===== src/rtl/bwb_pkg.sv =====
// Shared configuration type and piece ordering for the width converter.
// Assumes the wide word splits into exactly four bytes or two halves.
package bwb_pkg;

    typedef struct packed {
        logic byte_mode;   // 1 = four byte pieces, 0 = two half pieces
        logic little;      // 1 = least significant piece first
    } bwb_mode_t;

    localparam int BYTE_PIECES = 4;
    localparam int HALF_PIECES = 2;
    localparam int IDX_W       = $clog2(BYTE_PIECES);

    // Map the transfer number to the lane index (lane 0 = least significant).
    function automatic logic [IDX_W-1:0] lane_of(bwb_mode_t m, logic [IDX_W-1:0] k);
        logic [IDX_W-1:0] top;
        top = m.byte_mode ? IDX_W'(BYTE_PIECES - 1) : IDX_W'(HALF_PIECES - 1);
        return m.little ? k : (top - k);
    endfunction

    // True when the transfer number is the final piece of a word.
    function automatic logic is_last(bwb_mode_t m, logic [IDX_W-1:0] k);
        return m.byte_mode ? (k == IDX_W'(BYTE_PIECES - 1)) : (k == IDX_W'(HALF_PIECES - 1));
    endfunction

endpackage


===== src/rtl/bwb_unpacker.sv =====
// Splits each wide word into two half pieces or four byte pieces on the
// narrow side, in the order given by the mode. Assumes the mode is static
// while out of reset. A new word may be taken in the cycle the last piece
// leaves, so back-to-back words flow without a bubble.
module bwb_unpacker
    import bwb_pkg::*;
#(
    parameter int WIDE_W = 36
) (
    input  logic                clk,
    input  logic                rst_n,
    input  bwb_mode_t           mode,
    input  logic [WIDE_W-1:0]   win_data,
    input  logic                win_valid,
    output logic                win_ready,
    output logic [WIDE_W/2-1:0] nout_data,
    output logic                nout_valid,
    input  logic                nout_ready
);
    localparam int NW = WIDE_W / 2;
    localparam int BW = WIDE_W / 4;

    logic [WIDE_W-1:0] hold_q;
    logic [IDX_W-1:0]  idx_q;
    logic              busy_q;
    logic              last;
    logic              take;
    logic              give;
    logic [IDX_W-1:0]  lane;

    // Handshake decode for both sides of the unpacker.
    always_comb begin
        last      = is_last(mode, idx_q);
        give      = busy_q && nout_ready;
        win_ready = !busy_q || (give && last);
        take      = win_valid && win_ready;
        lane      = lane_of(mode, idx_q);
    end

    // Select the current piece from the held word.
    always_comb begin
        nout_data = '0;
        if (mode.byte_mode) begin
            nout_data[BW-1:0] = hold_q[lane*BW +: BW];
        end else begin
            nout_data = hold_q[lane[0]*NW +: NW];
        end
        nout_valid = busy_q;
    end

    // Word hold register and piece counter.
    always_ff @(posedge clk) begin
        if (!rst_n) begin
            hold_q <= '0;
            idx_q  <= '0;
            busy_q <= 1'b0;
        end else if (take) begin
            hold_q <= win_data;
            idx_q  <= '0;
            busy_q <= 1'b1;
        end else if (give) begin
            if (last) begin
                busy_q <= 1'b0;
                idx_q  <= '0;
            end else begin
                idx_q <= idx_q + 1'b1;
            end
        end
    end

    AST_HOLD_STEADY: assert property (@(posedge clk) disable iff (!rst_n)
        (nout_valid && !nout_ready) |=> (nout_valid && $stable(nout_data)));

    AST_NO_OVERFLOW: assert property (@(posedge clk) disable iff (!rst_n)
        (win_ready && nout_valid) |-> nout_ready);

endmodule


===== src/rtl/bwb_packer.sv =====
// Gathers narrow pieces into a wide word in the order given by the mode and
// offers the word only once every piece has arrived. Assumes the mode is
// static while out of reset. New pieces are refused while a word is waiting.
module bwb_packer
    import bwb_pkg::*;
#(
    parameter int WIDE_W = 36
) (
    input  logic                clk,
    input  logic                rst_n,
    input  bwb_mode_t           mode,
    input  logic [WIDE_W/2-1:0] nin_data,
    input  logic                nin_valid,
    output logic                nin_ready,
    output logic [WIDE_W-1:0]   wout_data,
    output logic                wout_valid,
    input  logic                wout_ready
);
    localparam int NW = WIDE_W / 2;
    localparam int BW = WIDE_W / 4;

    logic [WIDE_W-1:0] acc_q;
    logic [IDX_W-1:0]  idx_q;
    logic              full_q;
    logic              take;
    logic [IDX_W-1:0]  lane;

    // Handshake decode and lane choice.
    always_comb begin
        nin_ready  = !full_q;
        take       = nin_valid && !full_q;
        lane       = lane_of(mode, idx_q);
        wout_valid = full_q;
        wout_data  = acc_q;
    end

    // Accumulator, piece counter and completion flag.
    always_ff @(posedge clk) begin
        if (!rst_n) begin
            acc_q  <= '0;
            idx_q  <= '0;
            full_q <= 1'b0;
        end else if (take) begin
            if (mode.byte_mode) begin
                acc_q[lane*BW +: BW] <= nin_data[BW-1:0];
            end else begin
                acc_q[lane[0]*NW +: NW] <= nin_data;
            end
            if (is_last(mode, idx_q)) begin
                idx_q  <= '0;
                full_q <= 1'b1;
            end else begin
                idx_q <= idx_q + 1'b1;
            end
        end else if (full_q && wout_ready) begin
            full_q <= 1'b0;
        end
    end

    AST_WIDE_HOLD: assert property (@(posedge clk) disable iff (!rst_n)
        (wout_valid && !wout_ready) |=> (wout_valid && $stable(wout_data)));

    AST_NO_EARLY_WORD: assert property (@(posedge clk) disable iff (!rst_n)
        $rose(wout_valid) |-> $past(nin_valid && nin_ready));

    AST_NO_TAKE_WHILE_FULL: assert property (@(posedge clk) disable iff (!rst_n)
        wout_valid |-> !nin_ready);

endmodule


===== src/rtl/bus_width_bridge.sv =====
// Top of the bus-matching converter: captures the size and endian selects
// during reset and feeds them to an unpacker (wide to narrow) and a packer
// (narrow to wide). Assumes rst_n is synchronous to clk.
module bus_width_bridge
    import bwb_pkg::*;
#(
    parameter int WIDE_W = 36
) (
    input  logic                clk,
    input  logic                rst_n,
    input  logic                cfg_byte,
    input  logic                cfg_little,
    input  logic [WIDE_W-1:0]   wide_in_data,
    input  logic                wide_in_valid,
    output logic                wide_in_ready,
    output logic [WIDE_W/2-1:0] nar_out_data,
    output logic                nar_out_valid,
    input  logic                nar_out_ready,
    input  logic [WIDE_W/2-1:0] nar_in_data,
    input  logic                nar_in_valid,
    output logic                nar_in_ready,
    output logic [WIDE_W-1:0]   wide_out_data,
    output logic                wide_out_valid,
    input  logic                wide_out_ready
);
    bwb_mode_t mode_q;

    // Configuration capture, open only while reset is held.
    always_ff @(posedge clk) begin
        if (!rst_n) begin
            mode_q <= '{byte_mode: cfg_byte, little: cfg_little};
        end
    end

    bwb_unpacker #(.WIDE_W(WIDE_W)) u_unpack (
        .clk        (clk),
        .rst_n      (rst_n),
        .mode       (mode_q),
        .win_data   (wide_in_data),
        .win_valid  (wide_in_valid),
        .win_ready  (wide_in_ready),
        .nout_data  (nar_out_data),
        .nout_valid (nar_out_valid),
        .nout_ready (nar_out_ready)
    );

    bwb_packer #(.WIDE_W(WIDE_W)) u_pack (
        .clk        (clk),
        .rst_n      (rst_n),
        .mode       (mode_q),
        .nin_data   (nar_in_data),
        .nin_valid  (nar_in_valid),
        .nin_ready  (nar_in_ready),
        .wout_data  (wide_out_data),
        .wout_valid (wide_out_valid),
        .wout_ready (wide_out_ready)
    );

    AST_CFG_FROZEN: assert property (@(posedge clk) disable iff (!rst_n)
        $past(rst_n) |-> $stable(mode_q));

endmodule


===== config.mk =====
export PLATFORM = sky130hd
export DESIGN_NAME = bus_width_bridge
export DESIGN_NICKNAME = d
export VERILOG_FILES = /design/src/rtl/bwb_pkg.sv /design/src/rtl/bwb_unpacker.sv /design/src/rtl/bwb_packer.sv /design/src/rtl/bus_width_bridge.sv
export SDC_FILE = /design/constraint.sdc
export NUM_CORES = 1
export LEC_CHECK = 0
export ABC_CLOCK_PERIOD_IN_PS = 5300
export CAP_MARGIN = 20
export CORE_UTILIZATION = 66
export CTS_CLUSTER_DIAMETER = 30
export CTS_CLUSTER_SIZE = 20
export DETAILED_ROUTE_END_ITERATION = 8
export DONT_BUFFER_PORTS = 1
export PLACE_DENSITY_LB_ADDON = 0.25
export SLEW_MARGIN = 20
export SYNTH_ARGS = -nofsm -noshare
export SYNTH_HDL_FRONTEND = slang
export SYNTH_HIERARCHICAL = 1
export SYNTH_SLANG_ARGS = --single-unit

===== constraint.sdc =====
create_clock -name clk -period 5.3 [get_ports clk]
set_clock_uncertainty 0.15 [all_clocks]
set_input_delay 0.795 -clock clk [delete_from_list [all_inputs] [get_ports clk]]
set_output_delay 0.795 -clock clk [all_outputs]
set_load 0.01 [all_outputs]

; Word-level counts from Yosys, hierarchy flattened
; Index checks and enable logic that the tools add are counted.
[totals]
register_bits = 80
n_memories = 0
rom_bits = 0
output_inout_bits = 58
latch_bits = 0
ram_bits = 0
inputBits = 62
[classes]
shifts = 6
div_mod_pow = 0
n_reduce_logical = 14
order_cmp = 0
bitwise_logic = 1
n_eq_ne = 5
mux = 18
multipliers = 4
addsub = 6
[ops]
columns = cell, count
row1 = $bwmux 36, 2
row2 = $neg 6->34, 2
row3 = $mux 36, 1
row4 = $shift 18x34->36 const A, 1
row5 = $shift 9x34->36 const A, 1
row6 = $shiftx 18x34->36, 1
row7 = $shiftx 36x7->18, 1
row8 = $shiftx 36x7->9, 1
row9 = $shiftx 9x34->36, 1
row10 = $mux 9, 2
row11 = $mul 2x4->6 const B, 2
row12 = $mul 1x4->5 const B, 2
row13 = $mux 2, 5
row14 = $mux 1, 8
row15 = $reduce_bool 2->1, 3
row16 = $logic_and 1x1->1, 5
row17 = $add 2x1->2 const B, 2
row18 = $eq 2x1->1 const B, 2
row19 = $eq 2x2->1 const B, 2
row20 = $reduce_and 2->1, 2
row21 = $sub 2x2->2, 2
row22 = $logic_not 1->1, 2
row23 = $ne 2x2->1 const B, 1
row24 = $reduce_or 2->1, 1
row25 = 2 further kinds, 2

; Depth between registers and ports, before layout
[depth]
word_depth = 8
mapped_depth = 12
depth_no_buf = 9

; By module
; Netlist, hierarchy kept.
[modules_own_cells]
columns = mod, area_each_um2, cells_per_inst, seq_area_each_um2, instances
row1 = bwb_unpacker, 2578.7, 311, 780.7, 1
row2 = bwb_packer, 2134.5, 225, 780.7, 1
row3 = bus_width_bridge, 63.8, 3, 60.1, 1

; Worst setup path before layout
; No wires, ideal clock.
[synth_timing]
kind = reg-to-output
from = register mode_q[0] in the netlist's numbering
to = output nar_out_data[7]
arrival_time_ns = 1.489
slack_ns = 2.866
n_path_buf = 2
stages_incl_launch_ff = 6
path_cell_list = edfxtp_1 > buf_2 > xnor2_2 > buf_2 > mux2i_1 > o22ai_1
[synth_between]
elab_chain_cells = 4
word_cells_on_any_way = 6
classes_between = mul (2) / shift (2) / mux (2)
[synth_rtl]
columns = element, line_no
row1 = "start, declared", bus_width_bridge.sv:26  ; bwb_mode_t mode_q;
row2 = "start signal, assigned", bus_width_bridge.sv:31  ; mode_q <= '{byte_mode: cfg_byte, little: cfg_little};
row3 = $mux 2 (*), bwb_pkg.sv:18  ; return m.little ? k : (top - k);
row4 = $mul 1x4->5 / $mul 2x4->6 (equally long branches), "bwb_unpacker.sv:46, bwb_unpacker.sv:44"
row5 = $shiftx 36x7->18 / $shiftx 36x7->9 (equally long branches), "bwb_unpacker.sv:46, bwb_unpacker.sv:44"
row6 = $mux 9 (*), bwb_unpacker.sv:43  ; if (mode.byte_mode) begin
row7 = "end, declared", bus_width_bridge.sv:16  ; output logic [WIDE_W/2-1:0] nar_out_data,
; Every way passes the cells marked *; elsewhere a longest branch is shown, timed or not.

; Worst setup path in the final report
[layout_timing]
from = register mode_q[0] in the netlist's numbering
to = output nar_out_data[2]
; The elaborated chain is that of the path after synthesis.

==> impl_metrics.json <==
{
  "fp.dieArea_sq_um": 7580,
  "maximum_number_of_pins_on_one_net_before_global_route_repair": 119,
  "netlist.top_cell.by_area": "sky130_fd_sc_hd__dfxtp_1",
  "holdBufCountCts": 0,
  "chipWidth_microns": 87.1,
  "rrSetupSlack_ps": 2220,
  "synth-main-ff-cell": "sky130_fd_sc_hd__dfxtp_1",
  "gate_count_post_synth": 539,
  "intPower_mw": 0.967,
  "critical-path-slowest-cell": "sky130_fd_sc_hd__edfxtp_1",
  "wirelength_microns": 11300,
  "detailed_place.area_sq_um": 4600,
  "worstReg2RegStart": "mode_q[0]$_DFFE_PN_",
  "number_of_input_and_output_port_buffers_inserted": 0,
  "outcome": "finished, final reports clean",
  "cts_max_level": 3,
  "least_margin_pin_slew_ps": 961,
  "sw_share_pct": 32.6,
  "hp-class": "flop to flop",
  "cp-end-kind": "primary output",
  "syn2layout_area_growth_pct": 0.524,
  "critical_path.startpoint_type": "flop",
  "gp_congestion": 0.862,
  "post-place-cells": 591,
  "final_min_period_over_clock_period_pct": 63.0,
  "setup_tns_ps": 0,
  "yosysMostFrequentCell": "sky130_fd_sc_hd__nand2_1",
  "seq_area_frac_synth_pct": 33.9,
  "antenna_cells": 0,
  "route.detailed.drc": 0,
  "period_needed_ps": 3340,
  "start_util_pct": 69.2,
  "number_of_vias_in_the_routed_layout": 3948,
  "max_slew_margin_pct": 35.8,
  "dr.pass1.iters": 5,
  "fillerInstances": 562,
  "core-area_sq_um": 6910,
  "postCtsResizedCells": 0,
  "timing.critical_path.buf_inv": 0,
  "vdd_drop_max_mv": 0.202,
  "final_max_slew_viol_count": 0,
  "worst-endpoint-arrival_ps": 2400,
  "synth_area_leaders": "sky130_fd_sc_hd__dfxtp_1 33%, sky130_fd_sc_hd__mux2i_1 15%, sky130_fd_sc_hd__nand2_1 9.0%",
  "grt_first_pass_wirelength_microns": 17200,
  "tritoncts_num_sinks": 80,
  "report.final.hold_viol_count": 0,
  "maxClockFrequency_mhz": 299,
  "pwr-share-seq_pct": 49.0,
  "num_io_pins": 120,
  "max_stage_delay_ps": 870,
  "clk_path_buf_depth": 2,
  "synthesis.area_per_instance_sq_um": 8.86,
  "netlist_top_cells_count": "114 x sky130_fd_sc_hd__nand2_1, 78 x sky130_fd_sc_hd__dfxtp_1, 73 x sky130_fd_sc_hd__mux2i_1",
  "setup_violations": 0,
  "final_net_count": 570,
  "critical_path_source": "mode_q[0]$_DFFE_PN_",
  "numCtsBuffers": 9,
  "final_antenna_net_count": 0,
  "cts_post_setup_buffers_inserted": 0,
  "ys_ff_latch": 80,
  "worst-endpoint-required_ps": 4360,
  "first_iteration_detailed_routing_drc_count": 401,
  "holdCritStartpoint": "u_unpack/hold_q[17]$_SDFFE_PN0P_",
  "yosys_warning_count": 6,
  "vias_in_the_first_global_route": 3394,
  "number_of_enable_type_register_cells_in_the_synthesized_netlist": 2,
  "grt_setup_unrepaired": "no",
  "grt_antenna_before_repair": 0,
  "synth.cell_area_sq_um": 4780,
  "clk_latency_ps": 360,
  "share_comb_of_total_power_pct": 18.5,
  "cts_tree": "yes",
  "synth_fp_nets": 603,
  "post-dp-hpwl_microns": 7630,
  "wl_per_cell_microns": 18.5,
  "clk_pin_slew_ps": 90,
  "criticalPathCategory": "flop to primary output",
  "ctsRootBufferMaster": "sky130_fd_sc_hd__clkbuf_8",
  "globalRouteOverflowTotal": 0,
  "die_h_microns": 87.1,
  "finish.cell_count_without_fillers": 607,
  "max_cap_viols": 0,
  "clockPowerShare_pct": 32.5,
  "viasPerCell": 6.50,
  "p_leak_nw": 1.68,
  "postSynth.asyncResetShare_pct": 0,
  "global_route.usage.total_pct": 29.6,
  "netlist.area_leader.share_pct": 32.7,
  "crit_fanout": 21,
  "cell_chain_critical_path": "nor2b_1, a22oi_1, a31o_2",
  "design_area_sq_um": 4800,
  "drive_gt1_share_pct": 11.5,
  "critical-path-top-delay-family": "flip-flops",
  "synth.distinct_cells": 56,
  "p_sw_mw": 0.468,
  "power.density_cell_area_nw_per_um2": 299,
  "std_cell_rows": 30
}
state kept, by name (all words and copies together) (netlist names):
signal               count
u_unpack/hold_q         36
mode_q                   2
u_pack/wout_data        36
u_pack/wout_valid        1
u_pack/idx_q             2
u_unpack/idx_q           2
u_unpack/nout_valid      1
power by group through the flow:
stage | registers, mW | clock network [mW] | logic [mW]
after detailed placement | 0.714 | 0 | 0.263
after CTS | 0.701 | 0.475 | 0.264
final | 0.703 | 0.466 | 0.266
after floorplan | 0.687 | 0 | 0.267
after global routing | 0.708 | 0.497 | 0.291
after global placement | 0.712 | 0 | 0.254
worst min-delay path: stages, from the launching register on:
cell and delay [ps]:
sky130_fd_sc_hd__dfxtp_1 340, sky130_fd_sc_hd__nand2_1 60, sky130_fd_sc_hd__mux2i_1 50
per-stage QoR:
stage	hold WS, ps	worst slack (ps)	utilization [%]	power (mW)
after global placement	315	2280	66.6	0.966
final	351	1960	69.5	1.43
after floorplan	294	2870	-	0.954
after detailed placement	329	2200	66.6	0.977
after CTS	347	1770	69.5	1.44
after global routing	367	1740	69.5	1.50
routing by layer:
layer,vias to the layer above,track usage (%),part of all wire [%]
met1,1859,41.4,45
met4,0,12.9,2.6
met2,193,43.7,44
li1,1862,-,-
met3,34,6.73,8.1
met5,-,0,0
placed cells by master, fill, tap and decap left out, types with 11 or more instances in the layout:
cell,count
sky130_fd_sc_hd__nand2_1,114
sky130_fd_sc_hd__dfxtp_1,77
sky130_fd_sc_hd__nor2b_1,19
sky130_fd_sc_hd__o21ai_1,11
sky130_fd_sc_hd__a22oi_1,26
sky130_fd_sc_hd__inv_1,16
sky130_fd_sc_hd__o21ai_0,15
sky130_fd_sc_hd__a21oi_1,29
sky130_fd_sc_hd__mux2i_1,73
final cells by class:
class                           instances  area [sq um]  area share (%)
Tap cell                               96           120            2.50
Sequential cell                        80          1630            33.8
Clock buffer                            9           124            2.58
Multi-Input combinational cell        397          2780            57.9
Inverter                               16          60.1            1.25
Clock inverter                          7          77.6            1.62
Timing Repair Buffer                    2          15.0           0.313
kinds of logic after synthesis:
family / after synthesis / synth area share (%)
compound gates: 148 / 24.2
xor+xnor: 6 / 1.73
fa+ha+maj: 2 / 0.524
buf+inv: 62 / 7.86
flops: 80 / 33.9
mux: 74 / 15.5
simple gates: 167 / 16.2
path summary, 6_finish.rpt:
kind | end | cells past startpoint
hold reg to reg | u_unpack/hold_q[17]$_SDFFE_PN0P_ | 2
hold / removal | u_unpack/hold_q[17]$_SDFFE_PN0P_ | 2
setup reg to reg | u_pack/wout_data[25]$_SDFFE_PN0P_ | 6
setup / recovery | nar_out_data[2] | 3
(Power assumes the default switching activity.)
